<file path="config.mk">
export PLATFORM = sky130hd
export DESIGN_NAME = mac_periph
export DESIGN_NICKNAME = d
export VERILOG_FILES = /design/src/rtl/mac_pkg.sv /design/src/rtl/mac_opcap.sv /design/src/rtl/mac_core.sv /design/src/rtl/mac_periph.sv
export SDC_FILE = /design/constraint.sdc
export NUM_CORES = 1
export LEC_CHECK = 0
export CAP_MARGIN = 30
export CORE_ASPECT_RATIO = 1.5
export CORE_MARGIN = 2
export CORE_UTILIZATION = 50
export DETAILED_ROUTE_END_ITERATION = 6
export PLACE_DENSITY = 0.77
export SYNTH_ARGS = -nofsm -noshare
export SYNTH_HDL_FRONTEND = slang
export SYNTH_SLANG_ARGS = --single-unit
</file>
<file path="constraint.sdc">
create_clock -name clk -period 12.5 [get_ports clk]
set_input_delay 1.875 -clock clk [delete_from_list [all_inputs] [get_ports clk]]
set_output_delay 1.875 -clock clk [all_outputs]
set_load 0.02 [all_outputs]
</file>
<file path="src/rtl/mac_pkg.sv">
package mac_pkg;
  localparam int AW = 5;
  localparam logic [AW-1:0] AD_A16_LAST = 5'd3;
  localparam logic [AW-1:0] AD_A32_BASE = 5'd4;
  localparam logic [AW-1:0] AD_A32_LAST = 5'd11;
  localparam logic [AW-1:0] AD_B16      = 5'd12;
  localparam logic [AW-1:0] AD_BLO      = 5'd13;
  localparam logic [AW-1:0] AD_BHI      = 5'd14;
  localparam logic [AW-1:0] AD_CFG      = 5'd15;
  localparam logic [AW-1:0] AD_RES0     = 5'd16;
  localparam logic [AW-1:0] AD_EXT      = 5'd20;
  // mode bit 0: signed, bit 1: accumulate
  typedef logic [1:0] mode_t;
endpackage

</file>
<file path="src/rtl/mac_opcap.sv">
module mac_opcap
  import mac_pkg::*;
#(
  parameter int W = 16
) (
  input  logic          clk,
  input  logic          rst,
  input  logic          wr,
  input  logic          bsel,
  input  logic [AW-1:0] addr,
  input  logic [W-1:0]  wdata,
  output logic [W-1:0]  a_lo,
  output logic [W-1:0]  a_hi,
  output logic [W-1:0]  b_lo,
  output logic [W-1:0]  b_hi,
  output mode_t         mode,
  output logic          a_wide,
  output logic          pend,
  output logic          dly_en,
  output logic          lo_sel,
  output logic          go,
  output logic          go_bw,
  output logic          abort
);
  function automatic logic [W-1:0] fill(input logic [W-1:0] d, input logic sx, input logic b);
    return b ? {{(W-8){sx & d[7]}}, d[7:0]} : d;
  endfunction

  logic [AW-1:0] off;
  logic          is16, is32;
  mode_t         pair_mode;

  assign off       = addr - AD_A32_BASE;
  assign is16      = (addr <= AD_A16_LAST);
  assign is32      = (addr >= AD_A32_BASE) && (addr <= AD_A32_LAST);
  assign pair_mode = off[2:1];

  always_comb begin
    go    = wr && ((addr == AD_B16) || ((addr == AD_BHI) && pend));
    go_bw = (addr == AD_BHI);
    abort = wr && (addr == AD_BLO);
  end

  always_ff @(posedge clk) begin
    if (rst) begin
      a_lo <= '0; a_hi <= '0; b_lo <= '0; b_hi <= '0;
      mode <= '0; a_wide <= 1'b0; pend <= 1'b0;
      dly_en <= 1'b0; lo_sel <= 1'b0;
    end else if (wr) begin
      if (is16) begin
        a_lo   <= fill(wdata, addr[0], bsel);
        mode   <= addr[1:0];
        a_wide <= 1'b0;
      end else if (is32 && !off[0]) begin
        a_lo   <= fill(wdata, pair_mode[0], bsel);
        mode   <= pair_mode;
        a_wide <= 1'b0;
      end else if (is32) begin
        a_hi   <= fill(wdata, mode[0], bsel);
        a_wide <= 1'b1;
      end else if (addr == AD_B16) begin
        b_lo <= fill(wdata, mode[0], bsel);
        pend <= 1'b0;
      end else if (addr == AD_BLO) begin
        b_lo <= fill(wdata, mode[0], bsel);
        pend <= 1'b1;
      end else if (addr == AD_BHI && pend) begin
        b_hi <= fill(wdata, mode[0], bsel);
        pend <= 1'b0;
      end else if (addr == AD_CFG) begin
        dly_en <= wdata[0];
        lo_sel <= wdata[1];
      end
    end
  end
endmodule

</file>
<file path="src/rtl/mac_core.sv">
module mac_core
  import mac_pkg::*;
#(
  parameter int W = 16
) (
  input  logic           clk,
  input  logic           rst,
  input  logic           go,
  input  logic           go_bw,
  input  logic           abort,
  input  mode_t          mode,
  input  logic           a_wide,
  input  logic [W-1:0]   a_lo,
  input  logic [W-1:0]   a_hi,
  input  logic [W-1:0]   b_lo,
  input  logic [W-1:0]   b_hi,
  output logic [4*W-1:0] acc,
  output logic [W-1:0]   ext,
  output logic           busy,
  output logic           lo_rdy,
  output logic           hi_rdy,
  output logic           c_mac
);
  localparam int RW = 4 * W;

  logic              si, sj, c_sgn, c_aw, c_bw;
  logic [W-1:0]      da, db;
  logic signed [W:0] xa, xb;
  logic signed [2*W+1:0] pp;
  logic [RW-1:0]     ppx, pp_sh;
  logic [RW:0]       sum;
  logic              last, lo_now;

  always_comb begin
    da = si ? a_hi : a_lo;
    db = sj ? b_hi : b_lo;
    xa = {c_sgn & (si | ~c_aw) & da[W-1], da};
    xb = {c_sgn & (sj | ~c_bw) & db[W-1], db};
    pp = xa * xb;
    ppx = {{(RW-2*W-2){pp[2*W+1]}}, pp};
    case ({1'b0, si} + {1'b0, sj})
      2'd0:    pp_sh = ppx;
      2'd1:    pp_sh = ppx << W;
      default: pp_sh = ppx << (2 * W);
    endcase
    sum    = {1'b0, acc} + {1'b0, pp_sh};
    last   = (si == c_aw) && (sj == c_bw);
    lo_now = last || (c_aw && c_bw && !si && sj);
  end

  always_ff @(posedge clk) begin
    if (rst) begin
      acc <= '0; ext <= '0; busy <= 1'b0; lo_rdy <= 1'b0; hi_rdy <= 1'b0;
      si <= 1'b0; sj <= 1'b0; c_sgn <= 1'b0; c_mac <= 1'b0;
      c_aw <= 1'b0; c_bw <= 1'b0;
    end else if (go) begin
      busy <= 1'b1; lo_rdy <= 1'b0; hi_rdy <= 1'b0;
      si <= 1'b0; sj <= 1'b0;
      c_sgn <= mode[0]; c_mac <= mode[1]; c_aw <= a_wide; c_bw <= go_bw;
      if (!mode[1]) begin
        acc <= '0;
        ext <= '0;
      end
    end else if (abort) begin
      busy <= 1'b0; lo_rdy <= 1'b0; hi_rdy <= 1'b0;
    end else if (busy) begin
      acc    <= sum[RW-1:0];
      lo_rdy <= lo_rdy | lo_now;
      if (!c_sgn && sum[RW]) ext <= {{(W-1){1'b0}}, 1'b1};
      if (last) begin
        busy   <= 1'b0;
        hi_rdy <= 1'b1;
        if (c_sgn) ext <= {W{sum[RW-1]}};
      end else if (si != c_aw) begin
        si <= 1'b1;
      end else begin
        si <= 1'b0;
        sj <= 1'b1;
      end
    end
  end
endmodule

</file>
<file path="src/rtl/mac_periph.sv">
module mac_periph
  import mac_pkg::*;
#(
  parameter int W = 16
) (
  input  logic          clk,
  input  logic          rst,
  input  logic          wr_en,
  input  logic          byte_wr,
  input  logic [AW-1:0] addr,
  input  logic [W-1:0]  wdata,
  input  logic          rd_en,
  output logic [W-1:0]  rdata,
  output logic          stall,
  output logic          lo_ready,
  output logic          hi_ready
);
  logic [W-1:0]   a_lo, a_hi, b_lo, b_hi, ext;
  mode_t          mode;
  logic           a_wide, b_pend, dly_en, lo_sel, go, go_bw, abort;
  logic           core_busy, c_mac, wr_acc;
  logic [4*W-1:0] acc;
  logic [AW-1:0]  roff;

  assign stall  = dly_en & core_busy & ~(lo_sel & ~c_mac & lo_ready);
  assign wr_acc = wr_en & ~stall;
  assign roff   = addr - AD_RES0;

  mac_opcap #(.W(W)) u_opcap (
    .clk(clk), .rst(rst), .wr(wr_acc), .bsel(byte_wr), .addr(addr), .wdata(wdata),
    .a_lo(a_lo), .a_hi(a_hi), .b_lo(b_lo), .b_hi(b_hi), .mode(mode), .a_wide(a_wide),
    .pend(b_pend), .dly_en(dly_en), .lo_sel(lo_sel), .go(go), .go_bw(go_bw), .abort(abort)
  );

  mac_core #(.W(W)) u_core (
    .clk(clk), .rst(rst), .go(go), .go_bw(go_bw), .abort(abort), .mode(mode),
    .a_wide(a_wide), .a_lo(a_lo), .a_hi(a_hi), .b_lo(b_lo), .b_hi(b_hi),
    .acc(acc), .ext(ext), .busy(core_busy), .lo_rdy(lo_ready), .hi_rdy(hi_ready),
    .c_mac(c_mac)
  );

  always_ff @(posedge clk) begin
    if (rst) begin
      rdata <= '0;
    end else if (rd_en) begin
      if (addr >= AD_RES0 && addr < AD_EXT) rdata <= acc[roff[1:0]*W +: W];
      else if (addr == AD_EXT)              rdata <= ext;
      else if (addr == AD_CFG)              rdata <= {{(W-2){1'b0}}, lo_sel, dly_en};
      else                                  rdata <= '0;
    end
  end
endmodule

</file>
# Word level (Yosys, flattened, before mapping)
# Index checks and enable logic that the tools add are counted.
word_totals:
  in_bits: 26
  ff_bits: 175
  elab_cells: 144
  output_inout_bits: 19
classes:
  n_bitwise: 29
  magnitude_cmp: 5
  n_addsub: 4
  muxes: 37
  multipliers: 1
  reduce_logical: 35
  n_eq_ne: 11
  shift: 1
op_table:
  columns: ["op", "n"]
  rows:
  - ["16-bit two-way mux", 18]
  - ["64-bit two-way mux", 4]
  - ["64-bit one-hot mux with 2 select lines", 1]
  - ["64-bit by 64-bit adder with 65-bit output", 1]
  - ["64-bit by 7-bit indexed part select with 16-bit output", 1]
  - ["17-bit by 17-bit multiplier with 34-bit output", 1]
  - ["5-bit by 4-bit == test with 1-bit output (second input constant)", 4]
  - ["1-bit inverter", 14]
  - ["1-bit AND", 12]
  - ["1-bit logical AND", 11]
  - ["1-bit two-way mux", 11]
  - ["5-bit AND reduction", 2]
  - ["4-bit AND reduction", 2]
  - ["8-bit AND reduction", 1]
  - ["7-bit AND reduction", 1]
  - ["2-bit two-way mux", 3]
  - ["2-bit AND reduction", 3]
  - ["3-bit AND reduction", 2]
  - ["2-bit nonzero test", 3]
  - ["3-bit nonzero test", 2]
  - ["5-bit == test (second input constant)", 1]
  - ["5-bit by 3-bit greater-or-equal comparator with 1-bit output (second input constant)", 1]
  - ["5-bit greater-or-equal comparator (second input constant)", 1]
  - ["5-bit by 2-bit <= comparator with 1-bit output (second input constant)", 1]
  - ["15 further kinds", 22]

# Depth between registers and ports, before layout
logic_depth:
  ltp_word: 14
  mapped_depth: 44
  mapped_depth_nobuf: 37

# Hierarchy
# From an unflattened synthesis, not the netlist that was laid out.
hier_totals:
  cells_unflattened: 2662
  hier_area_um2: 22635.5
modules_own_cells:
  columns: ["mod", "n_inst", "cells_each", "area_each_um2", "seq_area_each_um2"]
  rows:
  - ["mac_core", 1, 2239, 18495.2, 1781.7]
  - ["mac_opcap", 1, 332, 2996.6, 1401.3]
  - ["mac_periph", 1, 91, 1143.6, 320.3]

# Worst setup path before layout
# Ideal clock, no wire load.
synth_path:
  path_kind: "register to register"
  from: "register u_core.si"
  to: "register u_core.ext[10]"
  path_slack_ns: 2.207
  t_arrival_ns: 10.146
  required_ns: 12.353
  path_buffers: 7
  setup_time_ns: 0.147
  period_less_slack_ns: 10.293
  path_stages_with_launch: 44
  cell_sequence: "dfxtp_1 > clkbuf_1 > buf_1 > buf_1 > inv_1 > ha_1 > nor3b_1 > clkbuf_1 > nand2_1 > inv_1 > fa_1 > inv_1 > fa_1 > fa_1 > fa_1 > inv_1 > fa_1 > inv_1 > [8 not listed] > o21ai_0 > a21oi_1 > xnor2_1 > or2_2 > clkbuf_1 > o221ai_1 > ha_1 > clkbuf_1 > nand2_1 > nor2_1 > and3_1 > nand3_1 > a2111oi_2 > nor2_1 > o22ai_1 > buf_2 > o22a_1 > o311ai_0"
synth_between:
  elab_chain_len: 13
  word_cells_on_any_way: 19
  classes_between: "2 x add/sub; 1 x mul; 2 x eq/ne; 8 x mux; 3 x bitwise; 3 x reduce/logical"
synth_lines:
  columns: ["item", "line_no", "source"]
  rows:
  - ["start, declared", "mac_core.sv:26", "logic si, sj, c_sgn, c_aw, c_bw;"]
  - ["start signal, assigned", "mac_core.sv:54", "si <= 1'b0; sj <= 1'b0; c_sgn <= 1'b0; c_mac <= 1'b0;"]
  - ["start signal, assigned", "mac_core.sv:58", "si <= 1'b0; sj <= 1'b0;"]
  - ["start signal, assigned", "mac_core.sv:75", "si <= 1'b1;"]
  - ["1-bit OR", "mac_core.sv:37", "xa = {c_sgn & (si | ~c_aw) & da[W-1], da};"]
  - ["1-bit AND (2 in a row)", "mac_core.sv:37", null]
  - ["17-bit by 17-bit multiplier with 34-bit output", "mac_core.sv:39", "pp = xa * xb;"]
  - ["64-bit one-hot mux with 2 select lines", "mac_core.sv:41", "case ({1'b0, si} + {1'b0, sj})"]
  - ["64-bit by 64-bit adder with 65-bit output", "mac_core.sv:46", "sum = {1'b0, acc} + {1'b0, pp_sh};"]
  - ["1-bit logical AND", "mac_core.sv:69", "if (!c_sgn && sum[RW]) ext <= {{(W-1){1'b0}}, 1'b1};"]
  - ["16-bit two-way mux", "mac_core.sv:69", null]
  - ["16-bit two-way mux", "mac_core.sv:73", "if (c_sgn) ext <= {W{sum[RW-1]}};"]
  - ["16-bit two-way mux *", "mac_core.sv:70", "if (last) begin"]
  - ["16-bit two-way mux *", "mac_core.sv:66", "end else if (busy) begin"]
  - ["16-bit two-way mux *", "mac_core.sv:64", "end else if (abort) begin"]
  - ["16-bit two-way mux *", "mac_core.sv:56", "end else if (go) begin"]
  - ["end signal, assigned", "mac_core.sv:69", null]
  - ["end signal, assigned", "mac_core.sv:73", null]
  - ["end, declared", "mac_core.sv:18", "output logic [W-1:0] ext,"]
# Mark *: on every way between the ends. The rest lies on a longest branch, timed or not. The select of a mux whose other input is x is not followed.
# A chain may end at the register's enable or synchronous reset.

# Worst setup path after layout
layout_path:
  from: "register u_core.si"
  to: "register u_core.ext[8]"
# The elaborated chain is that of the path after synthesis.

==> results.yml <==
run_status:
  status: "complete, no violations"
layout:
  finish.utilization_pct: 54.0
  syn2layout_area_growth_pct: 7.22
  layout.cells.non_filler: 3259
  drive_gt1_share_pct: 5.23
  nNetsFinal: 3140
pwr:
  combPwrFrac_pct: 10.4
  p_clk_share_pct: 43.9
  total_power_w: 0.00125
  sw_frac_of_total_pct: 30.0
  peakVddDrop_v: 0.000103
  seqPwrFrac_pct: 45.7
  p_switching_w: 0.000376
  p_per_area_mw_per_mm2: 52.0
  leakage_nw: 10.8
  internal_power_w: 0.000878
grt:
  overflow: 0
  grt_max_degree: 85
  antenna_found_initial: 0
  grt_pass1_vias: 20556
  grtUsageTotal_pct: 32.6
  grt_pass1_wl_microns: 116000
synth:
  yosysSeqAreaShare_pct: 15.6
  yosys.area.top_type: "fa_1"
  synth_edf_count: 0
  synthArstFlopShare_pct: 0
  synthDistinctLibCells: 72
  dominantRegCellSynth: "dfxtp_1"
  synth_area_per_cell_sq_um: 8.38
  synth_commonest_cells: "363 x inv_1, 317 x nand2_1, 305 x nor2_1"
  synthesis.area_sq_mm: 0.0225
  synth.most_common_cell: "inv_1"
  ys_ff_latch: 175
  synth.area.top_cells: "fa_1 26%, dfxtp_1 16%, ha_1 8.5%"
  syn_inst: 2686
  synthDominantCellAreaShare_pct: 26.5
  yosysWarningCount: 0
  synthesis.nets: 3163
worst_setup_path:
  cp_num_buf_inv: 2
  crit_start: "u_core.si"
  cp_slowest_stage_delay_ns: 0.89
  setup.worst_path.class: "flip-flop to flip-flop"
  cp_top_family: "adder cells"
  end_kind: "flip-flop"
  reg2reg_from: "u_core.si"
  cp-start-kind: "flip-flop"
  required_ns: 12.86
  cp.arrival_ns: 11.77
  crit_top_cell: "fa_1"
  cp_max_fo: 27
  critPathSlowestCell: "fa_1"
clocking:
  clock_path_buffers: 2
  post_cts_buffers: 0
  clock-sinks: 175
  clk_pin_slew_ns: 0.08
  clk_latency_ns: 0.47
  cts-resized-gates: 0
  root_buffer: "clkbuf_16"
  cts_tree: "done"
  cts-buffers-inserted: 17
  holdBufCountCts: 0
  cts_htree_levels: 4
sta:
  slew_violations: 0
  fin_crit_sh_pct: 91.3
  fin_setup_tns_ns: 0
  relSlewSlack_pct: 29.5
  max_freq_ghz: 0.0876
  tightest_slew_ns: 1.03
  holdWs_ns: 0.459
  setup_violations: 0
  rsz0062_at_grt: "false"
  final_hold_viol_count: 0
  final.setup_skew_ns: 0.0137
  min_period_ns: 11.41
floorplanning:
  rows: 95
  initial_utilization_pct: 50.4
  core_sq_mm: 0.0447
  die_h_microns: 264
  fp.dieW_microns: 177
  ioPinCount: 45
  die_area_sq_mm: 0.0468
hold_path:
  hold_path_startpoint: "u_core.c_mac"
  hp-class: "flip-flop to flip-flop"
routing:
  drtPass1Iterations: 5
  avgViaCountPerCell: 6.12
  wl_per_cell_microns: 23.0
  wl_microns: 74900
  drc: 0
  num_vias: 19954
  dr.first_iter.drc_count: 1690
  antenna_left: 0
placement:
  gp_congestion: 1.09
  dp_cells: 3224
  io_buffers: 44
  place_hpwl_microns: 60600
run:
  max-cap-violations: 0
[metal layers]
metal	part of all wire, %	global-route usage, %	vias up
met4	11	29.1	0
met2	49	56.1	863
li1	-	-	8909
met1	34	33.9	9818
met3	5.7	5.20	364
met5	0	0	-
[per-stage QoR]
stage / setup slack, ns / cell area, sq um
2_1_floorplan: 2.21 / 22500
3_3_place_gp: 1.43 / 23400
3_5_place_dp: 1.39 / 23500
4_1_cts: 1.32 / 24100
5_1_grt: 0.585 / 24100
6_report: 1.09 / 24100
[placed cells by master (no fill, tap or decap), types with 29 or more instances in the layout]
master / Yosys / layout
clkdlybuf4s50_1: 0 / 43
buf_4: 0 / 38
nor2_1: 305 / 303
nand2_1: 317 / 317
nand2b_1: 30 / 30
dfxtp_1: 175 / 175
a21oi_1: 162 / 162
xor2_1: 34 / 34
a211oi_1: 56 / 56
mux2i_1: 46 / 45
o21ai_0: 85 / 85
a22oi_1: 50 / 50
mux2_2: 29 / 29
ha_1: 153 / 153
fa_1: 298 / 298
a21o_1: 46 / 46
xnor2_1: 61 / 61
inv_1: 363 / 363
[power groups by stage]
stage | Sequential, W | Clock (W) | Combinational, W
2_1_floorplan | 0.000585 | 0 | 0.0000737
5_1_grt | 0.000574 | 0.000573 | 0.000139
3_5_place_dp | 0.000586 | 0 | 0.000126
3_3_place_gp | 0.000586 | 0 | 0.000124
4_1_cts | 0.000573 | 0.000551 | 0.000127
6_report | 0.000574 | 0.000550 | 0.000131
[registers in the layout (all words and copies together), names as in the netlist, 2 cells and up]
name          flops
u_core.acc       64
rdata            16
u_core.ext       16
u_opcap.a_hi     16
u_opcap.a_lo     16
u_opcap.b_hi     16
u_opcap.b_lo     16
u_opcap.mode      2
[worst min-delay path, cell delays in order (launching register included)]
cell and delay (ns):
dfxtp_1 0.31, nand2_1 0.05, a21oi_1 0.05
[worst paths after layout]
kind | cells after the start | to | slack (ns)
hold reg to reg | 2 | u_core.c_mac | 0.46
setup reg to reg | 33 | u_core.ext[8] | 1.09
setup / recovery | 33 | u_core.ext[8] | 1.09
hold / removal | 2 | u_core.c_mac | 0.46
[logic make-up (layout without fill, tap and decap cells)]
kind of cell | count (synthesis) | in the layout | share of synthesized area [%]
DFF | 175 | 175 | 15.6
other | 0 | 1 | 0
buffers and inverters | 490 | 480 | 8.26
AOI/OAI and AO/OA | 574 | 574 | 16.9
xor gates and xnor gates | 95 | 95 | 3.69
adders and majority gates | 451 | 451 | 35.0
muxes | 91 | 91 | 5.09
and+or+nand+nor | 810 | 810 | 15.5
[final cells by class]
class,instances,area [sq um]
repair buffers,85,772
flip-flops and latches,175,3500
fillers,4246,20500
diodes,1,2.50
clock buffers,17,425
well taps,582,728
multi-input cells,2021,17200
clock inverters,15,168
inverters,363,1360
No activity file was read; power rests on OpenSTA's default activity.
